### src/rtl/scb_pkg.sv
package scb_pkg;
    parameter int WORD_W      = 24;
    parameter int NREG        = 8;
    parameter int ADDR_W      = $clog2(NREG);
    parameter int NUM_CAL_REG = 3;
    parameter int LO_REG      = 5;
    parameter int PLEN_BIT    = 6;
    parameter int LDRV_BIT    = 3;
    parameter int CNT_W       = $clog2(WORD_W + 2);

    typedef logic [WORD_W-1:0] word_t;

    typedef struct packed {
        logic              valid;
        logic              ok;
        logic [ADDR_W-1:0] addr;
        word_t             data;
    } load_t;

    typedef enum logic [2:0] {
        PIN_SCLK  = 3'd0,
        PIN_SDATA = 3'd1,
        PIN_LE    = 3'd2,
        PIN_PLL   = 3'd3,
        PIN_DRV   = 3'd4
    } pin_idx_e;

    parameter int NPINS = 5;

    function automatic word_t reset_value(input int idx);
        word_t v;
        v = '0;
        if (idx == LO_REG) v[PLEN_BIT] = 1'b1;
        return v;
    endfunction

    function automatic logic is_freq_reg(input logic [ADDR_W-1:0] a);
        return (int'(a) < NUM_CAL_REG);
    endfunction
endpackage

### src/rtl/scb_pin_sync.sv
module scb_pin_sync #(
    parameter int N      = 5,
    parameter int STAGES = 2
) (
    input  logic         clk,
    input  logic         rst,
    input  logic [N-1:0] async_in,
    output logic [N-1:0] sync_out
);
    for (genvar b = 0; b < N; b++) begin : g_bit
        logic [STAGES-1:0] chain;
        always_ff @(posedge clk) begin
            if (rst) chain <= '0;
            else     chain <= {chain[STAGES-2:0], async_in[b]};
        end
        assign sync_out[b] = chain[STAGES-1];
    end
endmodule

### src/rtl/scb_shifter.sv
module scb_shifter
    import scb_pkg::*;
(
    input  logic  clk,
    input  logic  rst,
    input  logic  sclk_s,
    input  logic  sdata_s,
    input  logic  le_s,
    output load_t ld
);
    localparam logic [CNT_W-1:0] CNT_FULL = CNT_W'(WORD_W);
    localparam logic [CNT_W-1:0] CNT_SAT  = CNT_W'(WORD_W + 1);

    logic             sclk_q, le_q;
    logic             sclk_rise, le_rise;
    word_t            sr;
    logic [CNT_W-1:0] cnt;

    assign sclk_rise = sclk_s & ~sclk_q;
    assign le_rise   = le_s & ~le_q;

    always_ff @(posedge clk) begin
        if (rst) begin
            sclk_q <= 1'b0;
            le_q   <= 1'b0;
            sr     <= '0;
            cnt    <= '0;
            ld     <= '0;
        end else begin
            sclk_q   <= sclk_s;
            le_q     <= le_s;
            ld.valid <= 1'b0;
            if (le_rise) begin
                ld.valid <= 1'b1;
                ld.ok    <= (cnt == CNT_FULL);
                ld.addr  <= sr[ADDR_W-1:0];
                ld.data  <= sr;
                cnt      <= '0;
            end else if (sclk_rise) begin
                sr <= {sr[WORD_W-2:0], sdata_s};
                if (cnt != CNT_SAT) cnt <= cnt + 1'b1;
            end
        end
    end


    one_load_per_edge_chk: assert property (@(posedge clk) disable iff (rst)
        ld.valid |=> !ld.valid);


    le_makes_load_chk: assert property (@(posedge clk) disable iff (rst)
        le_rise |=> ld.valid);
endmodule

### src/rtl/scb_reg_bank.sv
module scb_reg_bank
    import scb_pkg::*;
(
    input  logic                     clk,
    input  logic                     rst,
    input  load_t                    ld,
    input  logic                     cal_done,
    output logic [NREG*WORD_W-1:0]   regs_flat,
    output logic                     frame_err,
    output logic                     cal_busy
);
    word_t regs [NREG];
    logic  freq_hit;

    assign freq_hit = ld.valid && ld.ok && is_freq_reg(ld.addr);

    always_ff @(posedge clk) begin
        if (rst) begin
            for (int i = 0; i < NREG; i++) regs[i] <= reset_value(i);
            frame_err <= 1'b0;
            cal_busy  <= 1'b0;
        end else begin
            if (ld.valid) begin
                frame_err <= !ld.ok;
                if (ld.ok) regs[ld.addr] <= ld.data;
            end
            if (freq_hit)      cal_busy <= 1'b1;
            else if (cal_done) cal_busy <= 1'b0;
        end
    end

    for (genvar g = 0; g < NREG; g++) begin : g_flat
        assign regs_flat[g*WORD_W +: WORD_W] = regs[g];
    end


    wr_lands_chk: assert property (@(posedge clk) disable iff (rst)
        ld.valid && ld.ok |=> regs[$past(ld.addr)] == $past(ld.data));


    bad_frame_keeps_chk: assert property (@(posedge clk) disable iff (rst)
        ld.valid && !ld.ok |=> $stable(regs_flat) && frame_err);


    busy_cause_chk: assert property (@(posedge clk) disable iff (rst)
        $rose(cal_busy) |-> $past(freq_hit));


    busy_clear_chk: assert property (@(posedge clk) disable iff (rst)
        cal_busy && cal_done && !freq_hit |=> !cal_busy);
endmodule

### src/rtl/scb_lo_route.sv
module scb_lo_route (
    input  logic pll_pin,
    input  logic drv_pin,
    input  logic plen_bit,
    input  logic ldrv_bit,
    output logic lo_internal,
    output logic lo_buf_en
);
    always_comb begin
        lo_internal = pll_pin & plen_bit;
        lo_buf_en   = lo_internal & (drv_pin | ldrv_bit);
    end
endmodule

### src/rtl/serial_ctrl_bank.sv
module serial_ctrl_bank
    import scb_pkg::*;
#(
    parameter int SYNC_STAGES = 2
) (
    input  logic                   clk,
    input  logic                   rst,
    input  logic                   ser_clk,
    input  logic                   ser_data,
    input  logic                   ser_le,
    input  logic                   pll_en_pin,
    input  logic                   drv_en_pin,
    input  logic                   cal_done,
    output logic [NREG*WORD_W-1:0] ctrl_regs,
    output logic                   frame_err,
    output logic                   cal_busy,
    output logic                   lo_internal,
    output logic                   lo_buf_en
);
    logic [NPINS-1:0] pins_raw, pins_s;
    load_t            ld;
    word_t            lo_word;

    always_comb begin
        pins_raw            = '0;
        pins_raw[PIN_SCLK]  = ser_clk;
        pins_raw[PIN_SDATA] = ser_data;
        pins_raw[PIN_LE]    = ser_le;
        pins_raw[PIN_PLL]   = pll_en_pin;
        pins_raw[PIN_DRV]   = drv_en_pin;
    end

    scb_pin_sync #(.N(NPINS), .STAGES(SYNC_STAGES)) u_sync (
        .clk      (clk),
        .rst      (rst),
        .async_in (pins_raw),
        .sync_out (pins_s)
    );

    scb_shifter u_shift (
        .clk     (clk),
        .rst     (rst),
        .sclk_s  (pins_s[PIN_SCLK]),
        .sdata_s (pins_s[PIN_SDATA]),
        .le_s    (pins_s[PIN_LE]),
        .ld      (ld)
    );

    scb_reg_bank u_bank (
        .clk       (clk),
        .rst       (rst),
        .ld        (ld),
        .cal_done  (cal_done),
        .regs_flat (ctrl_regs),
        .frame_err (frame_err),
        .cal_busy  (cal_busy)
    );

    assign lo_word = ctrl_regs[LO_REG*WORD_W +: WORD_W];

    scb_lo_route u_lo (
        .pll_pin     (pins_s[PIN_PLL]),
        .drv_pin     (pins_s[PIN_DRV]),
        .plen_bit    (lo_word[PLEN_BIT]),
        .ldrv_bit    (lo_word[LDRV_BIT]),
        .lo_internal (lo_internal),
        .lo_buf_en   (lo_buf_en)
    );


    buf_needs_int_chk: assert property (@(posedge clk) disable iff (rst)
        lo_buf_en |-> lo_internal);


    int_needs_pin_chk: assert property (@(posedge clk) disable iff (rst)
        lo_internal |-> pins_s[PIN_PLL]);
endmodule

### config.mk
export PLATFORM = sky130hd
export DESIGN_NAME = serial_ctrl_bank
export DESIGN_NICKNAME = d
export VERILOG_FILES = /design/src/rtl/scb_pkg.sv /design/src/rtl/scb_pin_sync.sv /design/src/rtl/scb_shifter.sv /design/src/rtl/scb_reg_bank.sv /design/src/rtl/scb_lo_route.sv /design/src/rtl/serial_ctrl_bank.sv
export SDC_FILE = /design/constraint.sdc
export NUM_CORES = 1
export LEC_CHECK = 0
export CORE_MARGIN = 1.5
export CORE_UTILIZATION = 30
export CTS_CLUSTER_SIZE = 24
export DETAILED_ROUTE_END_ITERATION = 8
export DONT_BUFFER_PORTS = 1
export GPL_TIMING_DRIVEN = 0
export PLACE_DENSITY = 0.44
export SYNTH_ARGS = -nofsm -noshare
export SYNTH_HDL_FRONTEND = slang
export SYNTH_SLANG_ARGS = --single-unit
### constraint.sdc
create_clock -name clk -period 4.7 [get_ports clk]
set_input_delay 0.235 -clock clk [delete_from_list [all_inputs] [get_ports clk]]
set_output_delay 0.235 -clock clk [all_outputs]
set_load 0.02 [all_outputs]
==> results.yml, run 1 <==
critical_path:
  worstPathRequired_ns: 4.93
  critPathLaunchType: "flop"
  crit_type: "flop to flop"
  cpMaxStageDelayCell: "o21ai_2"
  cp-end-kind: "flop"
  crit_path_max_incr_delay_ns: 0.71
  crit_buf_inv: 1
  reg2reg_slack_ns: 2.64
  cp_top_family: "compound AO/OA/AOI/OAI gates"
  cp_data_arrival_time_ns: 2.29
  crit_chain: "nand2_1, o21ai_2, buf_8"
  cp_max_fo: 13
sta:
  max_slew_margin_pct: 45.12
  rsz0062_at_grt: "false"
  min_period_over_period_pct: 43.85
  worst_hold_slack_ns: 0.2108
  max_freq_mhz: 485.2
  tightestPinTransition_ns: 0.8230
  hold_viol: 0
  final.min_clock_period_ns: 2.061
  setup_viol: 0
  report.final.slew_viol_count: 0
  tns_ns: 0
  fin_skew_ns: 0.02261
pwr:
  power_density_nw_per_um2: 452.0
  power.leakage_uw: 0.003889
  peakVddDrop_mv: 0.2529
grt:
  overflow: 0
  grt_pass1_wl_mm: 34.70
  grt_pass1_vias: 5105
  antenna_found_initial: 0
  track_usage_pct: 14.20
  grt_max_degree: 25
outcome:
  status: "complete, no violations"
floorplanning:
  dieHeight_um: 180.8
  die_width_um: 180.8
  core_sq_um: 30830
  die-area_sq_um: 32700
  initial_core_util_pct: 30.78
  rows: 64
  io_pins: 204
cells_and_area:
  nNetsFinal: 711
  nFillCells: 2921
  area_growth_pct: 17.26
  drive_gt1_share_pct: 12.74
synth:
  synth_xor_xnor_area_share_pct: 0
  synth-seq-cells: 261
  synthDistinctLibCells: 36
  synth_top_family_by_area: "simple AND/OR/NAND/NOR gates"
  synth_area_per_cell_sq_um: 14.69
  yosysSeqAreaShare_pct: 75.33
  synthCells: 646
  syn-cell-area_sq_um: 9488
  yosysWarnings: 0
  synth_adder_area_share_pct: 0.3956
  synth_compound_area_share_pct: 5.657
  synth-simple-area-share_pct: 15.97
  muxShareOfSynthArea_pct: 0.3297
clock_tree:
  ctsResizeCount: 0
  clock_sinks: 261
  cts_inserted_buffers: 29
  post_cts_buffers: 0
  path_clk_slew_ns: 0.06
  htreeDepth: 1
  clk_latency_ns: 0.54
  cts_root_buffer: "clkbuf_16"
  clockBufferDepth: 3
  cts_tree: "built"
  cts_hold_buf: 6
routing:
  avgRoutedWirePerCell_um: 21.06
  routed_wl_mm: 23.57
  antenna_left: 0
  vias: 5110
  dr.pass1.iters: 4
  vias_per_cell: 4.567
  drtIter0Drc: 348
  drcViolationCount: 0
job:
  drv_cap: 0
place:
  gp_congestion: 0.7509
  dp_hpwl_mm: 16.43
  port_buffers: 0
worst_hold_path:
  hp-class: "input pin to flop"
[sequential cells by signal (all words and copies together) (netlist names)]
| name | count |
|---|---|
| u_bank.frame_err | 1 |
| u_sync.g_bit.chain | 10 |
| u_shift.ld | 26 |
| u_shift.cnt | 5 |
| u_shift.sclk_q | 1 |
| u_shift.sr | 24 |
| u_shift.le_q | 1 |
| u_bank.cal_busy | 1 |
| u_bank.regs | 192 |
[cell usage after synthesis]
cell type / n / share of area, %
inv_1: 4 / 0.16
a211o_1: 1 / 0.092
conb_1: 1 / 0.040
dfxtp_1: 69 / 15
buf_6: 1 / 0.12
nand4bb_1: 1 / 0.12
and2_1: 168 / 11
nand4b_1: 1 / 0.092
o21a_1: 1 / 0.079
a21oi_1: 29 / 1.5
nor2_4: 1 / 0.12
a32o_1: 1 / 0.11
nand3b_1: 1 / 0.079
clkbuf_2: 1 / 0.053
clkbuf_1: 12 / 0.47
and3b_1: 1 / 0.092
nor2_2: 3 / 0.20
nor3_2: 2 / 0.21
nand4b_4: 1 / 0.25
buf_4: 4 / 0.32
nand2b_1: 5 / 0.33
nor2b_1: 14 / 0.92
nor2_1: 10 / 0.40
or3_1: 2 / 0.13
mux2i_1: 2 / 0.21
and3_1: 2 / 0.13
nand3_1: 26 / 1.4
ha_1: 3 / 0.40
nand2_1: 4 / 0.16
or2_2: 2 / 0.13
mux2_2: 1 / 0.12
nor3_1: 3 / 0.16
o21ai_0: 31 / 1.6
edfxtp_1: 192 / 61
a22o_1: 24 / 2.2
buf_2: 22 / 1.2
[power breakdown]
group	internal [uW]	switching (uW)
Sequential	2570	164
Clock	1290	908
Combinational	23.2	71.5
Total	3890	1140
[tightest hold or removal path: cells and delay by family]
kind	cells	cell delay [ns]
buf+inv	1	0.16
mux	1	0.16
simple gates	1	0.17
[cells by family (layout without fill, tap and decap cells)]
group,count (synthesis),in the layout
adders and majority gates,3,3
muxes,3,3
and+or+nand+nor,247,247
AOI/OAI and AO/OA,87,87
buffers and inverters,44,109
other,1,13
DFF,261,261
[final timing paths]
kind,startpoint,endpoint,depth (start not counted)
max reg2reg,u_shift.ld[0],u_bank.regs[3][2],3
min reg2reg,u_sync.g_bit[0].chain[0],u_sync.g_bit[0].chain[1],1
min,rst,u_shift.cnt[0],3
max,u_shift.ld[0],u_bank.regs[3][2],3
[metal layers]
metal	global-route usage [%]	part of all wire (%)	vias to the layer above
met3	3.447	6.8	29
met2	24.17	49	168
met5	0	0	-
li1	-	-	2394
met1	18.24	42	2519
met4	3.261	1.6	0
[cell type report]
type / instances / area (sq um) / share of cell area (%)
diodes: 1 / 2.502 / 0.02249
plain buffers: 40 / 201.4 / 1.811
clock buffers: 33 / 740.7 / 6.658
clock inverters: 20 / 185.2 / 1.664
inverters: 4 / 15.01 / 0.1350
multi-input cells: 352 / 2188 / 19.67
flip-flops and latches: 261 / 7147 / 64.24
well taps: 396 / 495.5 / 4.453
repair buffers: 12 / 150.1 / 1.350
[metrics by stage]
step	cells	power, uW	instance area [sq um]	setup slack (ns)	util [%]
6_report	1119	5029	11130	2.639	36.09
2_1_floorplan	657	2813	9529	1.775	-
5_1_grt	1118	5200	11120	2.483	36.08
3_3_place_gp	1053	2871	10020	0.5650	32.52
3_5_place_dp	1059	2878	10140	2.601	32.88
4_1_cts	1118	5092	11120	2.603	36.08
[cell usage in the layout, fill, tap and decap left out, types with 4 or more instances in the layout]
master	instances
edfxtp_1	192
and2_1	168
dfxtp_1	69
a21oi_1	29
clkbuf_16	29
nand3_1	26
o21ai_0	25
a22o_1	24
buf_2	22
clkbuf_1	16
nor2b_1	14
conb_1	12
nor2_1	10
clkinv_1	7
o21ai_2	6
dlygate4sd3_1	6
buf_8	6
nand2b_1	5
inv_1	4
nand2_1	4
buf_4	4
No activity file was read; power rests on OpenSTA's default activity.
==> run 2: changes to the inputs <==
Clock period 4.7 ns to 1.9 ns, I/O delays scaled along.
==> run 2 against run 1 <==
  * Maximum frequency rose by 14%
  * Cell count about the same
  * Critical path depth is the same
  * Largest cell class unchanged
  * Sequential share of layout area decreased by 0.093 points
  * Design area is 0.18% higher
  * Count of clock-buffer cells in the layout up 8
==> results.yml, run 2 (same netlist as run 1, synthesis figures left out) <==
outcome:
  status: "complete, no violations"
critical_path:
  cp_top_family: "flip-flops"
  cp_data_arrival_time_ns: 2.05
  crit_path_max_incr_delay_ns: 0.51
  crit_buf_inv: 1
  cp-end-kind: "flop"
  r2r-start: "u_shift.ld[1]"
  crit_type: "flop to flop"
  cp_max_fo: 13
  crit_chain: "nand2_2, o21ai_4, buf_8"
  r2r_cells: 3
  cpMaxStageDelayCell: "dfxtp_1"
  reg2reg_slack_ns: 0.09
  worstReg2RegEnd: "u_bank.regs[7][4]"
  critPathLaunchType: "flop"
  worstPathRequired_ns: 2.14
worst_hold_path:
  holdCritStartpoint: "rst"
  min_path_cells: 3
  hp-class: "input pin to flop"
  holdPathEnd: "u_shift.cnt[0]"
routing:
  vias: 5220
  dr_wl_met3_mm: 1.496
  routed_wl_mm: 23.99
  dr.pass1.iters: 5
  antenna_left: 0
  met1_length_mm: 9.958
  drcViolationCount: 0
  vias_per_cell: 4.661
  avgRoutedWirePerCell_um: 21.42
  topRoutingLayerUsed: "met4"
  wl_met2_mm: 12.13
  drtIter0Drc: 406
cells_and_area:
  final_common_cell: "edfxtp_1"
  nNetsFinal: 713
  largest_register_ffs: 192
  drive_gt1_share_pct: 12.71
  design_area_sq_um: 11150
  top_register: "u_bank.regs"
  final_cell_mix: "edfxtp_1 (192), and2_1 (168), dfxtp_1 (67), a21oi_1 (29), clkbuf_16 (29)"
  num_antenna_cells: 0
  reg_top3: "u_bank.regs: 192 flops, u_shift.ld: 26 flops, u_shift.sr: 24 flops"
  area_growth_pct: 17.47
sta:
  final.min_clock_period_ns: 1.809
  min_period_over_period_pct: 95.23
  rsz0062_at_grt: "true"
  hold_viol: 0
  fin_skew_ns: 0.01269
  max_freq_mhz: 552.7
  report.final.slew_viol_count: 0
  worst_hold_slack_ns: 0.08807
  tightestPinTransition_ns: 1.016
  fin_ws_ns: 0.09065
  max_slew_margin_pct: 32.19
  setup_viol: 0
clock_tree:
  path_clk_slew_ns: 0.06
  cts_inserted_buffers: 29
  cts_tree: "built"
  clockBufferDepth: 3
  htreeDepth: 1
  cts_root_buffer: "clkbuf_16"
  clk_latency_ns: 0.54
  clock_sinks: 261
grt:
  grt_pass1_wl_mm: 34.38
  grt_pass1_vias: 4931
  antenna_found_initial: 2
  track_usage_pct: 14.15
  grt_max_degree: 25
  overflow: 0
pwr:
  power.leakage_uw: 0.003873
  power_density_nw_per_um2: 1085
  peakVddDrop_mv: 0.6201
place:
  gp_congestion: 0.7671
  port_buffers: 0
  dpl_worst_slack_ns: -0.4563
  placed_area_sq_um: 10090
  dp_hpwl_mm: 16.15
floorplanning:
  io_pins: 204
  rows: 64
  core_sq_um: 30830
  dieHeight_um: 180.8
  initial_core_util_pct: 30.78
  die-area_sq_um: 32700
  die_width_um: 180.8
job:
  drv_cap: 0
-- run 2: worst max-delay path by stage --
stage	from	endpoint	cells past startpoint
floorplan	u_shift.ld[27]	u_bank.regs[5][0]	3
global placement	u_shift.ld[27]	u_bank.regs[7][5]	3
detailed placement	u_shift.ld[27]	u_bank.regs[2][2]	3
CTS	u_shift.ld[2]	u_bank.regs[1][12]	3
global route	u_shift.ld[0]	u_bank.regs[7][4]	3
finish	u_shift.ld[1]	u_bank.regs[7][4]	3
-- run 2: per-stage QoR --
stage	setup TNS, ns	util, %	cells	power (uW)
2_1_floorplan	-23.17	-	657	6956
3_3_place_gp	-101.69	32.55	1053	7093
3_5_place_dp	-40.73	32.74	1056	7109
4_1_cts	-0.08163	35.97	1117	12240
5_1_grt	-0.5127	36.15	1120	12530
6_report	0	36.15	1120	12100
-- run 2: final cells by class --
class                      count  area (sq um)
buffer                        40         207.7
clock buffer                  41         770.7
clock inverter                12         83.83
fill                        2936         19680
inverter                       4         15.01
multi-input combinational    356          2298
sequential                   261          7149
tap                          396         495.5
timing repair buffer          10         125.1
-- run 2: worst min-delay path, stage by stage --
cell	delay [ns]
buf_2	0.16
nor3_1	0.17
mux2_2	0.17
-- run 2: timing repair --
item / in CTS / in global routing
endpoints found under the setup margin: 159 / 92
setup buffers: 0 / 1
cloned: 2 / 2
resized for setup: 15 / 4
pin swaps: 1 / 2
hold endpoints to repair: 6 / 0
hold buffers: 6 / 0
-- run 2: metal layers --
| layer | up-vias | track usage, % |
|---|---|---|
| met2 | 188 | 24.36 |
| met1 | 2599 | 18.28 |
| met5 | - | 0 |
| met4 | 0 | 3.294 |
| li1 | 2405 | - |
| met3 | 28 | 2.882 |
-- run 2: power breakdown --
| group | internal (uW) | switching [uW] |
|---|---|---|
| sequential | 6350 | 405 |
| combinational | 62.2 | 184 |
| clock | 2950 | 2150 |
| total | 9360 | 2730 |
==> run 3: changes to the inputs <==
Settings changed: CELL_PAD_IN_SITES_DETAIL_PLACEMENT set to 1, CELL_PAD_IN_SITES_GLOBAL_PLACEMENT set to 1, PLACE_DENSITY 0.44 to 0.51.
==> run 3 against run 2 <==
  * The flow now finishes with violations (negative setup slack)
  * Via count increased by 0.17%
  * Setup slack got worse by 0.13 ns
  * Utilization increased by 0.089 points
  * Non-clock buffer count increased by 1
  * Sequential share of layout area decreased by 0.16 points
  * Critical endpoint is now u_bank.regs[3][19]
  * Largest power group unchanged
==> results.yml, run 3 (same netlist as run 1, synthesis figures left out) <==
outcome:
  status: "complete, but fails checks"
  failed_checks: "negative setup slack"
place:
  placed_area_sq_um: 10090
  port_buffers: 0
  gp_congestion: 0.7208
  dp_hpwl_mm: 17.57
grt:
  grt_max_degree: 25
  grt_pass1_wl_mm: 37.62
  track_usage_pct: 15.34
  grt_pass1_vias: 5397
  antenna_found_initial: 0
  overflow: 0
critical_path:
  cp-end-kind: "flop"
  crit_type: "flop to flop"
  crit_buf_inv: 0
  critPathLaunchType: "flop"
  crit_path_max_incr_delay_ns: 0.76
  cpMaxStageDelayCell: "o21ai_4"
  crit_chain: "nand2_1, o21ai_4"
  cp_data_arrival_time_ns: 2.10
  cp_max_fo: 24
  cp_top_family: "compound AO/OA/AOI/OAI gates"
  worstPathRequired_ns: 2.06
clock_tree:
  cts_inserted_buffers: 29
  cts_tree: "built"
  cts_root_buffer: "clkbuf_16"
  clock_sinks: 261
  clk_latency_ns: 0.54
  path_clk_slew_ns: 0.06
  htreeDepth: 1
  clockBufferDepth: 3
pwr:
  power_density_nw_per_um2: 1107
  power.leakage_uw: 0.003905
  peakVddDrop_mv: 0.5916
floorplanning:
  io_pins: 204
  die-area_sq_um: 32700
  initial_core_util_pct: 30.78
  die_width_um: 180.8
  core_sq_um: 30830
  dieHeight_um: 180.8
  rows: 64
routing:
  met1_length_mm: 10.56
  antenna_left: 0
  dr.pass1.iters: 4
  avgRoutedWirePerCell_um: 22.92
  drtIter0Drc: 318
  routed_wl_mm: 25.67
  topRoutingLayerUsed: "met4"
  vias: 5229
  drcViolationCount: 0
  dr_wl_met3_mm: 1.566
  wl_met2_mm: 13.11
  vias_per_cell: 4.669
cells_and_area:
  final_common_cell: "edfxtp_1"
  utilization_pct: 36.24
  final_cell_mix: "edfxtp_1 (192), and2_1 (168), dfxtp_1 (67), clkbuf_16 (31), a21oi_1 (29)"
  design_area_sq_um: 11170
  drive_gt1_share_pct: 13.42
  nNetsFinal: 712
  reg_top3: "u_bank.regs: 192 flops, u_shift.ld: 26 flops, u_shift.sr: 24 flops"
  top_register: "u_bank.regs"
  area_growth_pct: 17.76
  largest_register_ffs: 192
sta:
  hold_viol: 0
  setup_viol: 70
  fin_ws_ns: -0.04345
  final.min_clock_period_ns: 1.943
  rsz0062_at_grt: "true"
  max_slew_margin_pct: 42.50
  fin_skew_ns: 0.009601
  min_period_over_period_pct: 102.3
  report.final.slew_viol_count: 0
  tightestPinTransition_ns: 0.8593
  max_freq_mhz: 514.5
job:
  drv_cap: 0
worst_hold_path:
  hp-class: "input pin to flop"
-- run 3: power breakdown --
group | internal (uW) | leakage, uW | switching [uW]
Sequential | 6350 | 0.00239 | 411
Clock | 3130 | 0.000451 | 2230
Combinational | 62.0 | 0.00107 | 187
-- run 3: worst min-delay path: cells and delay by family --
kind	cells	cell delay (ns)
buffers and inverters	1	0.16
AND/OR/NAND/NOR	1	0.17
multiplexers	1	0.16
-- run 3: worst paths after layout --
check / startpoint / end / slack [ns] / cells after the start
worst max register to register: u_shift.ld[1] / u_bank.regs[3][19] / -0.04 / 2
worst min register to register: u_sync.g_bit[0].chain[0] / u_sync.g_bit[0].chain[1] / 0.44 / 1
worst max-delay path: u_shift.ld[1] / u_bank.regs[3][19] / -0.04 / 2
worst min-delay path: rst / u_shift.cnt[0] / 0.09 / 3
-- run 3: what timing repair did --
item / CTS / global route
pin swaps: 0 / 2
endpoints found under the hold margin: 6 / 0
resized for setup: 8 / 4
hold buffers: 6 / 0
endpoints found under the setup margin: 158 / 127
cloned: 0 / 2
buffers inserted: 0 / 2
-- run 3: metal layers --
metal | global-route usage (%) | vias to the layer above
met5 | 0 | -
met3 | 3.507 | 30
met1 | 19.23 | 2640
met2 | 26.64 | 164
li1 | - | 2395
met4 | 3.866 | 0
-- run 3: final cells by class --
class	count	area, sq um
well taps	396	495.5
diodes	1	2.502
clock inverters	16	105.1
fillers	3158	19660
inverters	4	15.01
flip-flops and latches	261	7149
multi-input cells	354	2263
repair buffers	11	132.6
plain buffers	40	201.4
clock buffers	37	808.3
-- run 3: through the flow --
stage	total power, uW	TNS (ns)	setup slack, ns	instances	hold WS [ns]
after floorplan	6956	-23.17	-0.3218	657	0.2232
after global placement	7095	-95.46	-1.100	1053	0.2321
after detailed placement	7123	-34.63	-0.3908	1056	0.2317
after CTS	12530	-3.639	-0.06330	1115	0.07028
after global routing	12800	-10.28	-0.1590	1119	0.1385
final	12370	-1.597	-0.04345	1120	0.09163
